**config.mk**
```make
export PLATFORM = sky130hd
export DESIGN_NAME = lcd_bl_slave
export DESIGN_NICKNAME = d
export VERILOG_FILES = /design/src/rtl/lcdbl_pkg.sv /design/src/rtl/lcdbl_sync.sv /design/src/rtl/lcdbl_rx.sv /design/src/rtl/lcdbl_regs.sv /design/src/rtl/lcdbl_bright.sv /design/src/rtl/lcd_bl_slave.sv
export SDC_FILE = /design/constraint.sdc
export NUM_CORES = 1
export LEC_CHECK = 0
export ABC_CLOCK_PERIOD_IN_PS = 1500
export BUFFER_PORTS_ARGS = -buffer_cell sky130_fd_sc_hd__buf_4
export CORE_ASPECT_RATIO = 1.2
export CORE_MARGIN = 8
export CORE_UTILIZATION = 35
export DETAILED_ROUTE_END_ITERATION = 16
export GPL_TIMING_DRIVEN = 0
export PLACE_DENSITY_LB_ADDON = 0.1
export SLEW_MARGIN = 20
export SYNTH_ARGS = -nofsm -noshare
export SYNTH_HDL_FRONTEND = slang
export SYNTH_HIERARCHICAL = 1
export SYNTH_SLANG_ARGS = --single-unit
```
**constraint.sdc**
```tcl
create_clock -name clk -period 1.5 [get_ports clk]
set_input_delay 0.3 -clock clk [delete_from_list [all_inputs] [get_ports clk]]
set_output_delay 0.3 -clock clk [all_outputs]
set_load 0.05 [all_outputs]
```
**src/rtl/lcdbl_pkg.sv**
```systemverilog
package lcdbl_pkg;
    typedef enum logic [0:0] {
        RX_IDLE  = 1'b0,
        RX_SHIFT = 1'b1
    } rx_state_e;

    localparam int unsigned REG_RESOLUTION = 0;
    localparam int unsigned REG_DUTY       = 2;
endpackage

```
**src/rtl/lcdbl_sync.sv**
```systemverilog
module lcdbl_sync #(
    parameter int unsigned STAGES    = 2,
    parameter logic        RESET_VAL = 1'b0
) (
    input  logic clk,
    input  logic rst_n,
    input  logic d,
    output logic q
);
    logic [STAGES-1:0] chain;

    always_ff @(posedge clk or negedge rst_n) begin
        if (!rst_n) chain <= {STAGES{RESET_VAL}};
        else        chain <= {chain[STAGES-2:0], d};
    end

    assign q = chain[STAGES-1];
endmodule

```
**src/rtl/lcdbl_rx.sv**
```systemverilog
module lcdbl_rx
    import lcdbl_pkg::*;
#(
    parameter int unsigned WORD_W = 8
) (
    input  logic              clk,
    input  logic              rst_n,
    input  logic              sck_s,
    input  logic              cs_n_s,
    input  logic              mosi_s,
    output logic              commit,
    output logic [WORD_W-1:0] word
);
    localparam int unsigned CNT_W = $clog2(WORD_W);
    localparam logic [CNT_W-1:0] LAST_BIT = CNT_W'(WORD_W - 1);

    rx_state_e        state, state_nx;
    logic             sck_d;
    logic             sck_rise;
    logic [CNT_W-1:0] bit_cnt;
    logic [WORD_W-1:0] shreg;

    assign sck_rise = sck_s && !sck_d;

    always_comb begin
        state_nx = state;
        unique case (state)
            RX_IDLE:  if (!cs_n_s) state_nx = RX_SHIFT;
            RX_SHIFT: if (cs_n_s)  state_nx = RX_IDLE;
            default:  state_nx = RX_IDLE;
        endcase
    end

    always_ff @(posedge clk or negedge rst_n) begin
        if (!rst_n) begin
            state <= RX_IDLE;
            sck_d <= 1'b0;
        end else begin
            state <= state_nx;
            sck_d <= sck_s;
        end
    end

    always_ff @(posedge clk or negedge rst_n) begin
        if (!rst_n) begin
            bit_cnt <= '0;
            shreg   <= '0;
            word    <= '0;
            commit  <= 1'b0;
        end else begin
            commit <= 1'b0;
            unique case (state)
                RX_IDLE: begin
                    bit_cnt <= '0;
                end
                RX_SHIFT: begin
                    if (cs_n_s) begin
                        bit_cnt <= '0;
                    end else if (sck_rise) begin
                        shreg <= {shreg[WORD_W-2:0], mosi_s};
                        if (bit_cnt == LAST_BIT) begin
                            word    <= {shreg[WORD_W-2:0], mosi_s};
                            commit  <= 1'b1;
                            bit_cnt <= '0;
                        end else begin
                            bit_cnt <= bit_cnt + 1'b1;
                        end
                    end
                end
                default: bit_cnt <= '0;
            endcase
        end
    end

    // no word is committed in the cycle after chip select is seen high
    assert_no_commit_deselected_R9: assert property (@(posedge clk) disable iff (!rst_n)
        cs_n_s |=> !commit);
    // a commit only follows a rising serial clock edge
    assert_commit_on_edge_R1: assert property (@(posedge clk) disable iff (!rst_n)
        commit |-> $past(sck_rise));
endmodule

```
**src/rtl/lcdbl_regs.sv**
```systemverilog
module lcdbl_regs
    import lcdbl_pkg::*;
#(
    parameter int unsigned ADDR_W = 3,
    parameter int unsigned DATA_W = 5,
    parameter int unsigned WORD_W = ADDR_W + DATA_W
) (
    input  logic              clk,
    input  logic              rst_n,
    input  logic              commit,
    input  logic [WORD_W-1:0] word,
    input  logic              hi_n_s,
    output logic [DATA_W:0]   intensity,
    output logic              qvga
);
    logic [ADDR_W-1:0] addr;
    logic [DATA_W-1:0] data;
    logic [DATA_W-1:0] duty_lo;
    logic              top_bit;

    assign addr = word[WORD_W-1:DATA_W];
    assign data = word[DATA_W-1:0];

    always_ff @(posedge clk or negedge rst_n) begin
        if (!rst_n) begin
            duty_lo <= '0;
            qvga    <= 1'b0;
            top_bit <= 1'b1;
        end else begin
            top_bit <= !hi_n_s;
            if (commit) begin
                if (addr == ADDR_W'(REG_RESOLUTION)) qvga    <= (data != '0);
                if (addr == ADDR_W'(REG_DUTY))       duty_lo <= data;
            end
        end
    end

    assign intensity = {top_bit, duty_lo};

    // other addresses leave mode and duty bits untouched
    assert_ignored_addr_R7: assert property (@(posedge clk) disable iff (!rst_n)
        (commit && addr != ADDR_W'(REG_RESOLUTION) && addr != ADDR_W'(REG_DUTY))
        |=> ($stable(duty_lo) && $stable(qvga)));
    // a duty write lands in the low bits
    assert_duty_write_R3: assert property (@(posedge clk) disable iff (!rst_n)
        (commit && addr == ADDR_W'(REG_DUTY)) |=> (duty_lo == $past(data)));
    // a resolution write selects the mode from its data
    assert_mode_write_R2: assert property (@(posedge clk) disable iff (!rst_n)
        (commit && addr == ADDR_W'(REG_RESOLUTION)) |=> (qvga == ($past(data) != '0)));
endmodule

```
**src/rtl/lcdbl_bright.sv**
```systemverilog
module lcdbl_bright #(
    parameter int unsigned LVL_W = 6
) (
    input  logic             clk,
    input  logic             rst_n,
    input  logic [LVL_W-1:0] intensity,
    input  logic             pwr_s,
    output logic [LVL_W-1:0] level,
    output logic             upd
);
    logic [LVL_W-1:0] eff;

    always_comb begin
        eff = '0;
        if (pwr_s && intensity != '0) eff = intensity;
    end

    always_ff @(posedge clk or negedge rst_n) begin
        if (!rst_n) begin
            level <= '0;
            upd   <= 1'b0;
        end else begin
            level <= eff;
            upd   <= (eff != level);
        end
    end

    // power low forces the output to zero on the next cycle
    assert_off_when_unpowered_R6: assert property (@(posedge clk) disable iff (!rst_n)
        !pwr_s |=> (level == '0));
    // the strobe marks exactly the cycles where the level moved
    assert_strobe_on_change_R10: assert property (@(posedge clk) disable iff (!rst_n)
        upd |-> (level != $past(level)));
    assert_change_has_strobe_R10: assert property (@(posedge clk) disable iff (!rst_n)
        (level != $past(level)) |-> upd);
endmodule

```
**src/rtl/lcd_bl_slave.sv**
```systemverilog
module lcd_bl_slave #(
    parameter int unsigned ADDR_W      = 3,
    parameter int unsigned DATA_W      = 5,
    parameter int unsigned SYNC_STAGES = 2
) (
    input  logic              clk,
    input  logic              rst_n,
    input  logic              sck,
    input  logic              cs_n,
    input  logic              mosi,
    output logic              miso,
    input  logic              bl_hi_n,
    input  logic              bl_power,
    output logic [DATA_W:0]   level,
    output logic              qvga_mode,
    output logic              upd
);
    localparam int unsigned WORD_W = ADDR_W + DATA_W;
    localparam int unsigned LVL_W  = DATA_W + 1;

    logic              sck_s, cs_n_s, mosi_s, hi_n_s, pwr_s;
    logic              commit;
    logic [WORD_W-1:0] word;
    logic [LVL_W-1:0]  intensity;

    lcdbl_sync #(.STAGES(SYNC_STAGES), .RESET_VAL(1'b0)) u_sync_sck  (.clk(clk), .rst_n(rst_n), .d(sck),      .q(sck_s));
    lcdbl_sync #(.STAGES(SYNC_STAGES), .RESET_VAL(1'b1)) u_sync_cs   (.clk(clk), .rst_n(rst_n), .d(cs_n),     .q(cs_n_s));
    lcdbl_sync #(.STAGES(SYNC_STAGES), .RESET_VAL(1'b0)) u_sync_mosi (.clk(clk), .rst_n(rst_n), .d(mosi),     .q(mosi_s));
    lcdbl_sync #(.STAGES(SYNC_STAGES), .RESET_VAL(1'b0)) u_sync_hi   (.clk(clk), .rst_n(rst_n), .d(bl_hi_n),  .q(hi_n_s));
    lcdbl_sync #(.STAGES(SYNC_STAGES), .RESET_VAL(1'b0)) u_sync_pwr  (.clk(clk), .rst_n(rst_n), .d(bl_power), .q(pwr_s));

    lcdbl_rx #(.WORD_W(WORD_W)) u_rx (
        .clk(clk), .rst_n(rst_n), .sck_s(sck_s), .cs_n_s(cs_n_s), .mosi_s(mosi_s),
        .commit(commit), .word(word)
    );

    lcdbl_regs #(.ADDR_W(ADDR_W), .DATA_W(DATA_W), .WORD_W(WORD_W)) u_regs (
        .clk(clk), .rst_n(rst_n), .commit(commit), .word(word), .hi_n_s(hi_n_s),
        .intensity(intensity), .qvga(qvga_mode)
    );

    lcdbl_bright #(.LVL_W(LVL_W)) u_bright (
        .clk(clk), .rst_n(rst_n), .intensity(intensity), .pwr_s(pwr_s),
        .level(level), .upd(upd)
    );

    assign miso = 1'b0;

    // intensity bit 5 tracks the inverted control pin one cycle later
    assert_top_bit_R4: assert property (@(posedge clk) disable iff (!rst_n)
        $past(rst_n) |-> (intensity[DATA_W] == !$past(hi_n_s)));
endmodule

```
### After elaboration in Yosys (flattened, before gate mapping)

Index checks and enable logic that the tools add are counted.

| operators by class | value |
|---|---|
| bitwise gates (word level) | 2 |
| eq/ne operators | 4 |
| $add $sub $neg | 1 |
| reductions and logical operators | 11 |
| mux-type cells | 10 |

Operator list:

| operator | number |
|---|---|
| 3-bit 2-to-1 mux | 3 |
| 6-bit 2-to-1 mux | 1 |
| 6-bit != test | 1 |
| 3-bit one-hot mux with 2 select lines | 1 |
| 6-bit nonzero test | 1 |
| 1-bit 2-to-1 mux | 5 |
| 5-bit nonzero test | 1 |
| 2-bit AND reduction | 2 |
| 4-bit AND reduction | 1 |
| 3-bit by 1-bit adder with 3-bit output, second input constant | 1 |
| 3-bit by 2-bit equality test with 1-bit output, second input constant | 1 |
| 3-bit equality test, second input constant | 1 |
| 3-bit zero test | 1 |
| 3-bit != test, second input constant | 1 |
| 3-bit AND reduction | 1 |
| 1-bit logical AND | 2 |
| 1-bit zero test | 2 |
| 1-bit NOT | 2 |

| storage, ports and cells | value |
|---|---|
| register bits | 45 |
| output and inout bits | 9 |
| word-level logic and storage cells | 44 |

### Longest topological paths before layout

| depth | value |
|---|---|
| word-level depth | 5 |
| gate-level depth with buffers | 5 |
| depth with buffers taken out | 5 |

### By module

The synthesis kept the hierarchy.

Modules (own cells, without submodules):

| module | cells an instance | times used | area an instance (um^2) | sequential area each (um^2) |
|---|---|---|---|---|
| lcdbl_rx | 52 | 1 | 855.8 | 525.5 |
| lcdbl_bright | 34 | 1 | 384.1 | 175.2 |
| lcdbl_regs | 20 | 1 | 287.8 | 176.4 |
| lcdbl_sync (u_sync_hi ...) | 2 | 4 | 50.0 | 50.0 |
| lcdbl_sync (u_sync_cs) | 2 | 1 | 52.6 | 52.6 |
| lcd_bl_slave | 2 | 1 | 11.3 | 0.0 |

### Least setup slack after synthesis

Ideal clock, no wire load.

| timing | value |
|---|---|
| path type | reg2reg |
| from | register u_regs.top_bit |
| to | register u_bright.upd |
| arrival time | 1.364 ns |
| period minus slack after synthesis | 1.433 ns |
| stages on the path, launching flop included | 6 |
| setup slack | 0.067 ns |
| data required time | 1.431 ns |
| library setup time | 0.069 ns |
| cell sequence | dfstp_2 > buf_4 > or4_4 > o31ai_4 > o32ai_1 > nand3_1 |

| between the ends | value |
|---|---|
| longest elaborated chain between the ends | 4 |

RTL lines:

| item | RTL line | source |
|---|---|---|
| start: declaration | lcdbl_regs.sv:19 | `logic top_bit;` |
| start signal: assignment | lcdbl_regs.sv:30 | `top_bit <= !hi_n_s;` |
| 6-bit nonzero test | lcdbl_bright.sv:15 | `if (pwr_s && intensity != '0) eff = intensity;` |
| 1-bit logical AND | lcdbl_bright.sv:15 |  |
| 6-bit 2-to-1 mux (*) | lcdbl_bright.sv:15 |  |
| 6-bit != test (*) | lcdbl_bright.sv:24 | `upd <= (eff != level);` |
| end signal: assignment | lcdbl_bright.sv:24 |  |
| end: declaration | lcdbl_bright.sv:9 | `output logic upd` |

Mark *: on every way between the ends. The rest lies on a longest branch, timed or not.
A chain may end at the register's enable or synchronous reset.

### Final worst setup path

| timing | value |
|---|---|
| from | register u_regs.duty_lo[1] |
| to | register u_bright.upd |

| between the ends | value |
|---|---|
| longest elaborated chain between the ends | 4 |

RTL lines:

| item | RTL line | source |
|---|---|---|
| start: declaration | lcdbl_regs.sv:18 | `logic [DATA_W-1:0] duty_lo;` |
| start signal: assignment | lcdbl_regs.sv:33 | `if (addr == ADDR_W'(REG_DUTY)) duty_lo <= data;` |
| 6-bit nonzero test | lcdbl_bright.sv:15 |  |
| 1-bit logical AND | lcdbl_bright.sv:15 |  |
| 6-bit 2-to-1 mux (*) | lcdbl_bright.sv:15 |  |
| 6-bit != test (*) | lcdbl_bright.sv:24 |  |

Marked as above.

==> impl_results.md <==
- Slew Limit Fails: 0
- Power Density: around 1100 nW/um2
- Status: complete, no violations
- CP Data Required Time: 1730 ps
- Die width: 81.3 um
- Reg2Reg Setup Slack: around 68 ps
- Yosys top cell area share: 58.7%
- Max frequency: 0.698 GHz
- Cell area after synthesis: 1790 um2
- Area contributors post-synth: dfrtp_1 (59%), mux2_2 (7.5%), mux2_4 (6.7%), dfstp_2 (4.4%), and2_1 (2.1%)
- Relative slew slack: 63.4%
- Final min period: 1430 ps
- RR Startpoint: u_regs/duty_lo[1]
- Hold slack final: ~1.1 ps
- EDFF count, synth: 0
- Worst Hold Class: in2async
- Core area: about 5000 um2
- Startpoint types: flip-flop
- Initial Util: 36.3%
- Clock Skews: 8.62 ps
- CP Class: reg2reg
- CTS tree: done
- Reg clk slew, reported paths: roughly 80 ps
- Worst Path Arrival: 1670 ps
- RSZ-0062 raised after global routing: false
- Ys Warns: 6
- Tcrit/Tclk final: 95.5%
- GRT Resource Usage Total: around 8.4%
- Largest net degree at the start of global routing: 46
- Fillers: approximately 460
- CTS Buf Count: 5
- Root Buffer: clkbuf_8
- Diode count: 0
- Final Wtd Congestion: 0.663
- Pwr Total: between 2 and 2.5 mW
- Clk sinks: 45
- Synthesis-to-layout area growth: 17.4%
- Layout cells sized above 1: 40.6%
- Register area share after synthesis: a little over three fifths
- Async set-or-reset flop fraction in the synthesized netlist: 100%
- Die area: roughly 7700 um2
- NumNets Final: 151
- Path depth of the worst reg2reg path: 4
- Main flop type after synthesis: dfrtp_1
- Initial antenna violation count: 0
- # Max-Cap Violations: 0
- HPWL Detailed: 1.92 mm
- Leak: 1.03 nW
- Yosys cell types: 33
- DR WL/cell: approximately 13 um
- Final setup vio count: 0
- Synthesized area per cell: 15.2 um2
- Post-layout util: a little over two fifths
- Post-DRT Antenna Nets: 0
- TNS Setup: 0 ps
- Port Buffer Count: 14
- First drt pass iteration count: 4
- Post-synthesis instance total: approximately 120
- RR Endpoint: u_bright/upd
- Footprint of the multi-input gates: around 630 um2
- Vias per inst: 4.84
- Worst Tran Pin Value: 548 ps
- Iter 0 DRT Violations: 24
- Residual DRC: 0
- Number of synthesized register bits: 45
- FF/Latch Area: 1130 um2
- Max VDD drop: between 0.6 and 0.7 mV
- FP Rows: 28
- H-tree depth: 2
- Ports: 16
- Vias in the first global route: approximately 1000
- CTS Buffer Depth: 2
- CP Max Fanout: 2
- Clock Latency Late Sink: 290 ps
- Die height: 94.4 um
- Total grt overflow: 0
- Syn nets: around 130
- Vias: approximately 980
- Area leader, netlist: dfrtp_1
- First-pass GRT wire length: 4.90 mm
- WL final: between 2 and 3 mm
- Endpoints failing hold: 0
- Setup crit end kind: flip-flop
[flip-flops by register name (all words and copies together), names as in the netlist]
signal,count
u_sync_cs/chain,2
u_rx/bit_cnt,3
u_sync_hi/chain,2
u_rx/sck_d,1
u_rx/word,8
u_sync_mosi/chain,2
u_rx/state,1
u_rx/shreg,7
u_bright/upd,1
u_regs/duty_lo,5
u_sync_pwr/chain,2
u_sync_sck/chain,2
u_regs/qvga,1
u_rx/commit,1
u_regs/top_bit,1
u_bright/level,6
[logic make-up (layout without fill, tap and decap cells)]
| family | Yosys count | in the layout | synth area share, % |
|---|---|---|---|
| AND/OR/NAND/NOR | 26 | 26 | 10.3 |
| other | 1 | 1 | 0.209 |
| buffers and inverters | 7 | 32 | 2.51 |
| AO/OA/AOI/OAI | 11 | 11 | 5.17 |
| flip-flops | 45 | 45 | 63.1 |
| adder cells (fa/ha/maj) | 2 | 2 | 1.40 |
| XOR/XNOR | 3 | 3 | 1.47 |
| multiplexers | 23 | 23 | 15.9 |
[cell usage after synthesis (2+ instances only)]
library cell and number:
dfrtp_1 42, mux2_2 12, mux2_4 8, nor2_1 7
and2_1 6, a31oi_1 3, dfstp_2 3, inv_1 3
mux2i_1 3, buf_4 2, ha_1 2, nand2_1 2
nor4bb_1 2, o21a_1 2, o32ai_1 2, xnor2_1 2
[metrics by stage]
| stage | std cells | area (um2) | setup WS (ps) |
|---|---|---|---|
| after floorplan | 118 | 1790 | 67.1 |
| after global routing | 203 | 2100 | 28.9 |
| after CTS | 203 | 2100 | 1.27 |
| final | 203 | 2100 | 68.0 |
| after global placement | 192 | 1970 | 12.5 |
| after detailed placement | 192 | 1970 | 2.61 |
[metal layers]
| metal | GRT usage [%] | wire length, um | vias to the layer above |
|---|---|---|---|
| met5 | 0 | 0 | - |
| li1 | - | - | 460 |
| met4 | 4.03 | 53 | 0 |
| met3 | 3.14 | 167 | 6 |
| met2 | 14.4 | 1420 | 17 |
| met1 | 8.78 | 1080 | 499 |
[power by group]
part | total, mW | switching (mW) | leakage (nW) | internal (mW)
Clock | 0.748 | 0.372 | 0.0455 | 0.376
Combinational | 0.149 | 0.0740 | 0.402 | 0.0753
Sequential | 1.33 | 0.0435 | 0.584 | 1.29
Total | 2.23 | 0.490 | 1.03 | 1.74
[cell usage in the layout (no fill, tap or decap), types with 2 or more instances in the layout]
cell and n:
dfrtp_1 41, buf_4 19, mux2_2 12, mux2_4 8, nor2_1 7, clkbuf_8 6, and2_1 6, a31oi_1 3
inv_1 3, dfstp_2 3, mux2i_1 3, clkbuf_1 2, o21a_1 2, xnor2_1 2, nor4bb_1 2, o32ai_2 2
nand2_1 2
[how the worst max path moves through the flow]
stage	to	cells after the start	start	slack, ps
finish	u_bright/upd	4	u_regs/duty_lo[1]	70
global placement	u_bright/upd	5	u_regs/top_bit	10
global route	u_bright/upd	4	u_regs/duty_lo[1]	30
detailed placement	u_bright/upd	5	u_regs/top_bit	3
CTS	u_bright/upd	4	u_regs/duty_lo[4]	1
floorplan	u_bright/upd	5	u_regs/top_bit	70
[worst max-delay path, stage by stage, from the launching register on]
cell	delay [ps]
dfrtp_1	390
or4_4	540
o31ai_4	230
o32ai_2	120
nand3_1	90
[what timing repair did]
item                       CTS  global route
pin swaps                    4             1
resized for setup            3             1
hold buffers                 0             0
setup endpoints to repair    1             2
buffers inserted             3             0
[layout make-up]
type                    count  share of cell area, %
plain buffers               4                   1.61
clock buffers               8                   4.28
inverters                   3                  0.535
multi-input cells          66                   30.2
flip-flops and latches     45                   53.8
well taps                  60                   3.57
repair buffers             17                   6.07
No activity file was read; power rests on OpenSTA's default activity.
